$ cat config.mk
export PLATFORM = sky130hd
export DESIGN_NAME = cursor_overlay
export DESIGN_NICKNAME = d
export VERILOG_FILES = /design/src/rtl/cursor_overlay_pkg.sv /design/src/rtl/cursor_regs.sv /design/src/rtl/cursor_hit.sv /design/src/rtl/cursor_mux.sv /design/src/rtl/cursor_overlay.sv
export SDC_FILE = /design/constraint.sdc
export NUM_CORES = 2
export LEC_CHECK = 0
export BUFFER_PORTS_ARGS = -buffer_cell sky130_fd_sc_hd__buf_2
export CAP_MARGIN = 20
export CELL_PAD_IN_SITES_DETAIL_PLACEMENT = 2
export CELL_PAD_IN_SITES_GLOBAL_PLACEMENT = 2
export CORE_MARGIN = 1
export CORE_UTILIZATION = 50
export CTS_BUF_LIST = sky130_fd_sc_hd__clkbuf_4
export DETAILED_ROUTE_END_ITERATION = 16
export GPL_TIMING_DRIVEN = 0
export PLACE_DENSITY_LB_ADDON = 0.1
export SLEW_MARGIN = 40
export SYNTH_ARGS = -nofsm -noshare
export SYNTH_HDL_FRONTEND = slang
export SYNTH_HIERARCHICAL = 1
export SYNTH_SLANG_ARGS = --single-unit
$ cat constraint.sdc
create_clock -name clk -period 13.2 [get_ports clk]
set_clock_uncertainty 0.2 [all_clocks]
set_input_delay 1.98 -clock clk [delete_from_list [all_inputs] [get_ports clk]]
set_output_delay 1.98 -clock clk [all_outputs]
set_load 0.02 [all_outputs]
$ cat src/rtl/cursor_overlay_pkg.sv
package cursor_overlay_pkg;
    localparam int CUR_N = 32;                  // pointer is CUR_N x CUR_N, one word per row
    localparam int IDX_W = $clog2(CUR_N);

    localparam int OFF_MISC = 'h818;
    localparam int OFF_POS  = 'h8FC;
    localparam int OFF_MASK = 'h900;
    localparam int OFF_BITS = 'h980;
    localparam int MISC_ONE_BIT = 25;

    typedef enum logic [1:0] {
        PICK_BASE = 2'd0,
        PICK_BG   = 2'd1,
        PICK_FG   = 2'd2
    } pick_t;
endpackage

$ cat src/rtl/cursor_regs.sv
module cursor_regs
    import cursor_overlay_pkg::*;
#(
    parameter int AW      = 12,
    parameter int COORD_W = 16
) (
    input  logic               clk,
    input  logic               rst_n,
    input  logic               reg_wr,
    input  logic               reg_rd,
    input  logic [AW-1:0]      reg_addr,
    input  logic [31:0]        reg_wdata,
    output logic [31:0]        reg_rdata,
    input  logic [IDX_W-1:0]   row_sel,
    output logic [CUR_N-1:0]   mask_row,
    output logic [CUR_N-1:0]   bits_row,
    output logic [COORD_W-1:0] cur_x,
    output logic [COORD_W-1:0] cur_y
);
    localparam logic [AW-1:0] A_MISC     = AW'(OFF_MISC);
    localparam logic [AW-1:0] A_POS      = AW'(OFF_POS);
    localparam logic [AW-1:0] A_MASK_LO  = AW'(OFF_MASK);
    localparam logic [AW-1:0] A_MASK_HI  = AW'(OFF_MASK + 4 * CUR_N);
    localparam logic [AW-1:0] A_BITS_LO  = AW'(OFF_BITS);
    localparam logic [AW-1:0] A_BITS_HI  = AW'(OFF_BITS + 4 * CUR_N);
    localparam logic [COORD_W-1:0] PARK  = COORD_W'('hF000);

    logic [CUR_N-1:0]   mask_q [CUR_N];
    logic [CUR_N-1:0]   bits_q [CUR_N];
    logic [31:0]        misc_q;
    logic               sel_pos, sel_misc, sel_mask, sel_bits;
    logic [AW-1:0]      mask_off, bits_off;
    logic [IDX_W-1:0]   mask_idx, bits_idx;

    always_comb begin
        sel_pos  = (reg_addr == A_POS);
        sel_misc = (reg_addr == A_MISC);
        sel_mask = (reg_addr >= A_MASK_LO) && (reg_addr < A_MASK_HI);
        sel_bits = (reg_addr >= A_BITS_LO) && (reg_addr < A_BITS_HI);
        mask_off = reg_addr - A_MASK_LO;
        bits_off = reg_addr - A_BITS_LO;
        mask_idx = mask_off[IDX_W+1:2];
        bits_idx = bits_off[IDX_W+1:2];
    end

    always_ff @(posedge clk) begin
        if (!rst_n) begin
            cur_x  <= PARK;
            cur_y  <= PARK;
            misc_q <= '0;
        end else if (reg_wr) begin
            if (sel_pos) begin
                cur_x <= reg_wdata[31:16];
                cur_y <= reg_wdata[15:0];
            end
            if (sel_misc) begin
                misc_q <= reg_wdata;
            end
        end
    end

    for (genvar r = 0; r < CUR_N; r++) begin : g_row
        always_ff @(posedge clk) begin
            if (!rst_n) begin
                mask_q[r] <= '0;
                bits_q[r] <= '0;
            end else if (reg_wr) begin
                if (sel_mask && mask_idx == IDX_W'(r)) begin
                    mask_q[r] <= reg_wdata[CUR_N-1:0];
                end
                if (sel_bits && bits_idx == IDX_W'(r)) begin
                    bits_q[r] <= reg_wdata[CUR_N-1:0];
                end
            end
        end
    end

    always_ff @(posedge clk) begin
        if (!rst_n) begin
            reg_rdata <= '0;
        end else if (reg_rd && sel_misc) begin
            reg_rdata <= misc_q | (32'd1 << MISC_ONE_BIT);
        end else begin
            reg_rdata <= '0;
        end
    end

    always_comb begin
        mask_row = mask_q[row_sel];
        bits_row = bits_q[row_sel];
    end
endmodule

$ cat src/rtl/cursor_hit.sv
module cursor_hit
    import cursor_overlay_pkg::*;
#(
    parameter int COORD_W  = 16,
    parameter int ACTIVE_W = 1024
) (
    input  logic [COORD_W-1:0] pix_x,
    input  logic [COORD_W-1:0] pix_y,
    input  logic [COORD_W-1:0] cur_x,
    input  logic [COORD_W-1:0] cur_y,
    output logic [IDX_W-1:0]   row_sel,
    input  logic [CUR_N-1:0]   mask_row,
    input  logic [CUR_N-1:0]   bits_row,
    output pick_t              pick
);
    localparam logic [COORD_W:0] SPAN = (COORD_W+1)'(CUR_N);
    localparam logic [31:0]      LIMIT = 32'(ACTIVE_W);

    logic [COORD_W:0]  dx, dy;
    logic              in_rows, in_cols, shown;
    logic [IDX_W-1:0]  col;
    logic [IDX_W-1:0]  bit_pos;

    always_comb begin
        dx       = {1'b0, pix_x} - {1'b0, cur_x};
        dy       = {1'b0, pix_y} - {1'b0, cur_y};
        in_rows  = (pix_y >= cur_y) && (dy < SPAN);
        in_cols  = (pix_x >= cur_x) && (dx < SPAN);
        shown    = (32'(cur_x) < LIMIT) && (32'(pix_x) < LIMIT);
        row_sel  = dy[IDX_W-1:0];
        col      = dx[IDX_W-1:0];
        bit_pos  = IDX_W'(CUR_N - 1) - col;
        pick     = PICK_BASE;
        if (in_rows && in_cols && shown && mask_row[bit_pos]) begin
            pick = bits_row[bit_pos] ? PICK_FG : PICK_BG;
        end
    end
endmodule

$ cat src/rtl/cursor_mux.sv
module cursor_mux
    import cursor_overlay_pkg::*;
#(
    parameter int PIX_W = 24
) (
    input  logic             clk,
    input  logic             rst_n,
    input  logic             pix_valid,
    input  logic [PIX_W-1:0] pix_rgb,
    input  logic [PIX_W-1:0] ovl_bg_rgb,
    input  logic [PIX_W-1:0] ovl_fg_rgb,
    input  pick_t            pick,
    output logic             out_valid,
    output logic [PIX_W-1:0] out_rgb
);
    logic [PIX_W-1:0] chosen;

    always_comb begin
        unique case (pick)
            PICK_BG:   chosen = ovl_bg_rgb;
            PICK_FG:   chosen = ovl_fg_rgb;
            default:   chosen = pix_rgb;
        endcase
    end

    always_ff @(posedge clk) begin
        if (!rst_n) begin
            out_valid <= 1'b0;
            out_rgb   <= '0;
        end else begin
            out_valid <= pix_valid;
            out_rgb   <= chosen;
        end
    end
endmodule

$ cat src/rtl/cursor_overlay.sv
module cursor_overlay
    import cursor_overlay_pkg::*;
#(
    parameter int AW       = 12,
    parameter int COORD_W  = 16,
    parameter int PIX_W    = 24,
    parameter int ACTIVE_W = 1024
) (
    input  logic               clk,
    input  logic               rst_n,
    input  logic               reg_wr,
    input  logic               reg_rd,
    input  logic [AW-1:0]      reg_addr,
    input  logic [31:0]        reg_wdata,
    output logic [31:0]        reg_rdata,
    input  logic               pix_valid,
    input  logic [COORD_W-1:0] pix_x,
    input  logic [COORD_W-1:0] pix_y,
    input  logic [PIX_W-1:0]   pix_rgb,
    input  logic [PIX_W-1:0]   ovl_bg_rgb,
    input  logic [PIX_W-1:0]   ovl_fg_rgb,
    output logic               out_valid,
    output logic [PIX_W-1:0]   out_rgb
);
    logic [IDX_W-1:0]   row_sel;
    logic [CUR_N-1:0]   mask_row, bits_row;
    logic [COORD_W-1:0] cur_x, cur_y;
    pick_t              pick;

    cursor_regs #(.AW(AW), .COORD_W(COORD_W)) u_regs (
        .clk(clk), .rst_n(rst_n),
        .reg_wr(reg_wr), .reg_rd(reg_rd), .reg_addr(reg_addr),
        .reg_wdata(reg_wdata), .reg_rdata(reg_rdata),
        .row_sel(row_sel), .mask_row(mask_row), .bits_row(bits_row),
        .cur_x(cur_x), .cur_y(cur_y)
    );

    cursor_hit #(.COORD_W(COORD_W), .ACTIVE_W(ACTIVE_W)) u_hit (
        .pix_x(pix_x), .pix_y(pix_y), .cur_x(cur_x), .cur_y(cur_y),
        .row_sel(row_sel), .mask_row(mask_row), .bits_row(bits_row),
        .pick(pick)
    );

    cursor_mux #(.PIX_W(PIX_W)) u_mux (
        .clk(clk), .rst_n(rst_n),
        .pix_valid(pix_valid), .pix_rgb(pix_rgb),
        .ovl_bg_rgb(ovl_bg_rgb), .ovl_fg_rgb(ovl_fg_rgb),
        .pick(pick), .out_valid(out_valid), .out_rgb(out_rgb)
    );
endmodule

==> flow_metrics.py, run 1 <==
metrics = {
    "floorplanning": {
        "rows": 163,
        "die_h_um": 447.4,
        "die_x_um": 447.4,
        "ios": 210,
        "start_util": 0.5029,
    },
    "synthesis": {
        "synthCells": 6726,
        "syn_area_per_cell_um2": 14.75,
        "synth_area_leaders": "edfxtp_1, and2_1, mux4_2",
        "ys_async_sr_fraction": 0,
        "ys_warn_count": 6,
        "synth_enable_flop_cells": 2048,
        "yosysTopAreaCellShare": 0.6200,
        "synth-seq-area-share": 0.6442,
        "synth-main-ff-cell": "edfxtp_1",
        "syn_area_um2": 99190,
        "yosysTopAreaCell": "edfxtp_1",
        "syn_nets": 6915,
        "ys_types": 83,
        "ys_seq_elements": 2168,
    },
    "cts": {
        "post_cts_buffers": 0,
        "h-tree-depth": 6,
        "cts.path.max_buffers": 4,
        "cts_root_buf": "clkbuf_4",
        "postCtsHoldBufs": 0,
        "cts_made_buffers": 608,
        "clock_sinks": 2168,
        "cts_resized": 0,
    },
    "global_route": {
        "grt_overflow_total": 116,
        "antenna_found_initial": 200,
        "track_usage": 0.7852,
        "grt_start_max_net_pins": 32,
    },
    "place": {
        "place.gp.congestion": 1.021,
        "numPortBuffers": 175,
        "hpwl_um": 369100,
    },
    "run_status": {
        "stop_error": "[ERROR GRT-0232] Routing congestion too high. Check the congestion heatmap in the GUI.",
        "lastStage": "global routing (5_1_grt)",
        "status": "did not finish",
    },
}
## stage by stage
stage	utilization	area, µm²	cells	setup WS [ps]
after floorplan	-	99190	6726	6414
after global placement	0.5241	103400	9541	1075
after detailed placement	0.5476	108000	9736	2710
after CTS	0.5846	115300	10744	3917
## kinds of logic after synthesis
logic type	after synthesis	synth area share
AO/OA/AOI/OAI	540	0.03685
XOR/XNOR	14	0.001388
adder cells (fa/ha/maj)	36	0.004693
buffers and inverters	709	0.03271
flip-flops	2168	0.6442
multiplexers	604	0.1195
AND/OR/NAND/NOR	2655	0.1606
## synthesized netlist by cell type (all sizes together) (3+ instances only)
master / n
a211oi: 3
a21boi: 56
a21o: 12
a21oi: 48
a221o: 24
a221oi: 4
a22o: 6
a22oi: 77
a31oi: 8
and2: 2092
and2b: 3
and3: 38
and4: 4
buf: 172
clkbuf: 493
dfxtp: 120
edfxtp: 2048
ha: 34
inv: 44
mux2: 6
mux2i: 135
mux4: 463
nand2: 214
nand2b: 31
nand3: 37
nand3b: 3
nand4: 28
nor2: 90
nor2b: 17
nor3: 18
nor4: 50
o2111ai: 5
o211ai: 10
o21a: 5
o21ai: 79
o221ai: 11
o22a: 9
o22ai: 168
o311a: 3
or2: 11
or2b: 5
or3: 5
xnor2: 9
xor2: 5
## per-layer routing
metal / GRT overflow / track usage
met1: 0 / 0.7772
met2: 53 / 0.9219
met5: 0 / 0.4825
met4: 61 / 0.7932
met3: 2 / 0.6524
==> inputs of run 2 (changes only) <==
Settings changed: CELL_PAD_IN_SITES_DETAIL_PLACEMENT 2 to not set, CELL_PAD_IN_SITES_GLOBAL_PLACEMENT 2 to not set, CORE_UTILIZATION 50 to 35, CTS_BUF_LIST sky130_fd_sc_hd__clkbuf_4 to not set, PLACE_DENSITY_LB_ADDON 0.1 to 0.15.
==> flow_metrics.py, run 2 <==
metrics = {
    "run_status": {
        "status": "complete, no violations",
    },
    "min_path": {
        "hold_class": "flop to flop",
        "whs_endpoint": "u_regs/cur_x[2]",
        "hold_start": "u_regs/cur_x[2]",
        "hold_depth": 2,
    },
    "synthesis": {
        "ys_seq_elements": 2168,
        "syn_area_um2": 99190,
        "syn_area_per_cell_um2": 14.75,
        "yosysTopAreaCellShare": 0.6200,
        "synthAdderAreaFrac": 0.004693,
        "synth_enable_flop_cells": 2048,
        "synth_xor_area_frac": 0.001388,
        "synth-seq-area-share": 0.6442,
        "synth_top_family_by_area": "simple AND/OR/NAND/NOR gates",
        "synth_compound_area_frac": 0.03685,
        "yosysTopAreaCell": "edfxtp_1",
        "muxShareOfSynthArea": 0.1195,
        "synthCells": 6726,
        "synthSimpleGateAreaFrac": 0.1606,
        "synth_most_common_cell": "and2_1",
        "ys_types": 83,
        "synth-main-ff-cell": "edfxtp_1",
        "ys_async_sr_fraction": 0,
        "ys_warn_count": 6,
        "syn_nets": 6915,
        "synthTopCellsByCount": "and2_1, edfxtp_1, clkbuf_1, mux4_2, nand2_1",
        "synth_area_leaders": "edfxtp_1, and2_1, mux4_2",
    },
    "cts": {
        "post_cts_buffers": 0,
        "clock_sinks": 2168,
        "h-tree-depth": 4,
        "insertion_delay_ps": 950,
        "cts.path.max_buffers": 4,
        "postCtsHoldBufs": 0,
        "cts_resized": 0,
        "path_clk_slew_ps": 60,
        "tritoncts": "built",
        "cts_made_buffers": 248,
        "cts_root_buf": "clkbuf_16",
    },
    "power_and_ir_drop": {
        "netSwitchingFraction": 0.2565,
        "p_per_area_nw_per_um2": 140.5,
        "finalPower_mw": 16.49,
        "pwr-share-clk": 0.413,
        "total_leakage_power_nw": 41.17,
        "vdd_drop_max_v": 0.0001310,
        "p_int_mw": 12.26,
        "p_comb_frac": 0.107,
        "p_switching_mw": 4.231,
        "pwr-share-seq": 0.480,
    },
    "detailed_routing": {
        "vias_per_cell": 5.832,
        "drt-pass1-iter-count": 5,
        "ant_nets": 0,
        "vias": 66152,
        "drt-total-wl_um": 454400,
        "route.detailed.drc": 0,
        "drtIter0Drc": 10080,
        "wl_per_cell_um": 40.06,
    },
    "place": {
        "numPortBuffers": 175,
        "hpwl_um": 338600,
        "dpl_worst_slack_ps": 2703,
        "dp_cells": 10847,
        "place_area_um2": 109500,
        "place.gp.congestion": 1.008,
    },
    "cells_and_area": {
        "syn_to_final_growth_pct": 18.38,
        "layout-drive-gt1-share": 0.2210,
        "finalCoreUtilization": 0.4163,
        "seq_area_um2": 63900,
        "final_cell_mix": "and2_1, edfxtp_1, mux4_2",
        "multi_input_area_um2": 32970,
        "reg.largest.list": "u_regs/bits_q (1024), u_regs/mask_q (1024), u_regs/reg_rdata (32)",
        "mostFrequentLayoutCell": "and2_1",
        "fill_cells": 25959,
        "final_nets": 7544,
        "final_cell_area_um2": 117400,
        "final_cells": 11342,
    },
    "floorplanning": {
        "start_util": 0.3517,
        "ios": 210,
        "die_x_um": 534.3,
        "die_h_um": 534.3,
        "die_area_um2": 285500,
        "rows": 195,
        "core_area_um2": 282000,
    },
    "worst_setup_path": {
        "timing.rr.end": "u_mux/out_rgb[6]",
        "worst-path-max-fanout": 10,
        "crit_path_start_kind": "input port",
        "worst-setup-path-type": "input port to flop",
        "reg2reg_depth": 23,
        "slowest_stage": "buf_2",
        "arrival_ps": 10460,
        "cp_common_cell": "buf_4",
        "required_ps": 13770,
        "slowest_delay_ps": 840,
        "endpoint_kind": "flop",
        "r2r_start": "u_regs/cur_y[0]",
        "rrSetupSlack_ps": 4240,
    },
    "timing": {
        "fin_crit_sh": 0.7493,
        "final_hold_viol_count": 0,
        "tightest_slew_ps": 1012,
        "hold_slack_ps": 254.3,
        "setup_ws_ps": 3310,
        "period_needed_ps": 9890,
        "clock.fmax_mhz": 101.1,
        "setup_viol": 0,
        "setup-tns-final_ps": 0,
        "relSlewSlack": 0.3189,
        "finalMaxSlewViolations": 0,
        "rsz0062_at_grt": "false",
    },
    "global_route": {
        "grt_pass1_wl_um": 591000,
        "track_usage": 0.3139,
        "antenna_found_initial": 74,
        "grt_start_max_net_pins": 26,
        "first_global_vias": 63331,
        "grt_overflow_total": 0,
    },
    "job": {
        "max-cap-violations": 0,
    },
}
run 2: cell counts after synthesis:
Identical to the previous run, type by type.
run 2: cell type report:
class | instances | area share
Timing Repair Buffer | 379 | 0.03771
Clock inverter | 156 | 0.01139
Buffer | 665 | 0.02840
Clock buffer | 291 | 0.05513
Inverter | 44 | 0.001407
Sequential cell | 2168 | 0.5442
Tap cell | 3743 | 0.03989
Antenna cell | 47 | 0.001002
Multi-Input combinational cell | 3849 | 0.2808
run 2: worst max-delay path by stage:
stage | startpoint | end | slack [ps] | cells past startpoint
2_1_floorplan | pix_y[0] | u_mux/out_rgb[0] | 6410 | 27
3_3_place_gp | pix_y[0] | u_mux/out_rgb[13] | 490 | 23
3_5_place_dp | pix_y[0] | u_mux/out_rgb[6] | 2700 | 25
4_1_cts | pix_y[0] | u_mux/out_rgb[11] | 3610 | 25
5_1_grt | pix_y[0] | u_mux/out_rgb[11] | 3480 | 25
6_report | pix_y[0] | u_mux/out_rgb[6] | 3310 | 25
run 2: metal layers:
| metal | track usage | vias to the layer above | part of all wire |
|---|---|---|---|
| met4 | 0.2153 | 20 | 0.078 |
| met1 | 0.4017 | 34874 | 0.37 |
| li1 | - | 26067 | - |
| met2 | 0.4671 | 4259 | 0.44 |
| met3 | 0.08157 | 932 | 0.11 |
| met5 | 0 | - | 0.00030 |
run 2: kinds of logic after synthesis:
group,Yosys count
flip-flops,2168
AND/OR/NAND/NOR,2655
buffers and inverters,709
XOR/XNOR,14
multiplexers,604
adder cells (fa/ha/maj),36
AO/OA/AOI/OAI,540
run 2: worst max-delay path, delay by kind of cell:
family	cells	cell delay (ps)
xor gates and xnor gates	1	460
adders and majority gates	3	980
and+or+nand+nor	6	1260
muxes	2	970
buffers and inverters	9	3210
AOI/OAI and AO/OA	4	1490
run 2: power groups by stage:
stage | Combinational [mW] | Clock (mW) | Sequential [mW]
6_report | 1.76 | 6.81 | 7.92
5_1_grt | 1.75 | 7.12 | 7.94
3_5_place_dp | 1.70 | 0 | 8.06
2_1_floorplan | 0.723 | 0 | 8.05
3_3_place_gp | 1.53 | 0 | 8.10
4_1_cts | 1.71 | 6.87 | 7.92
Note: power is estimated with default switching activity, not from simulation.
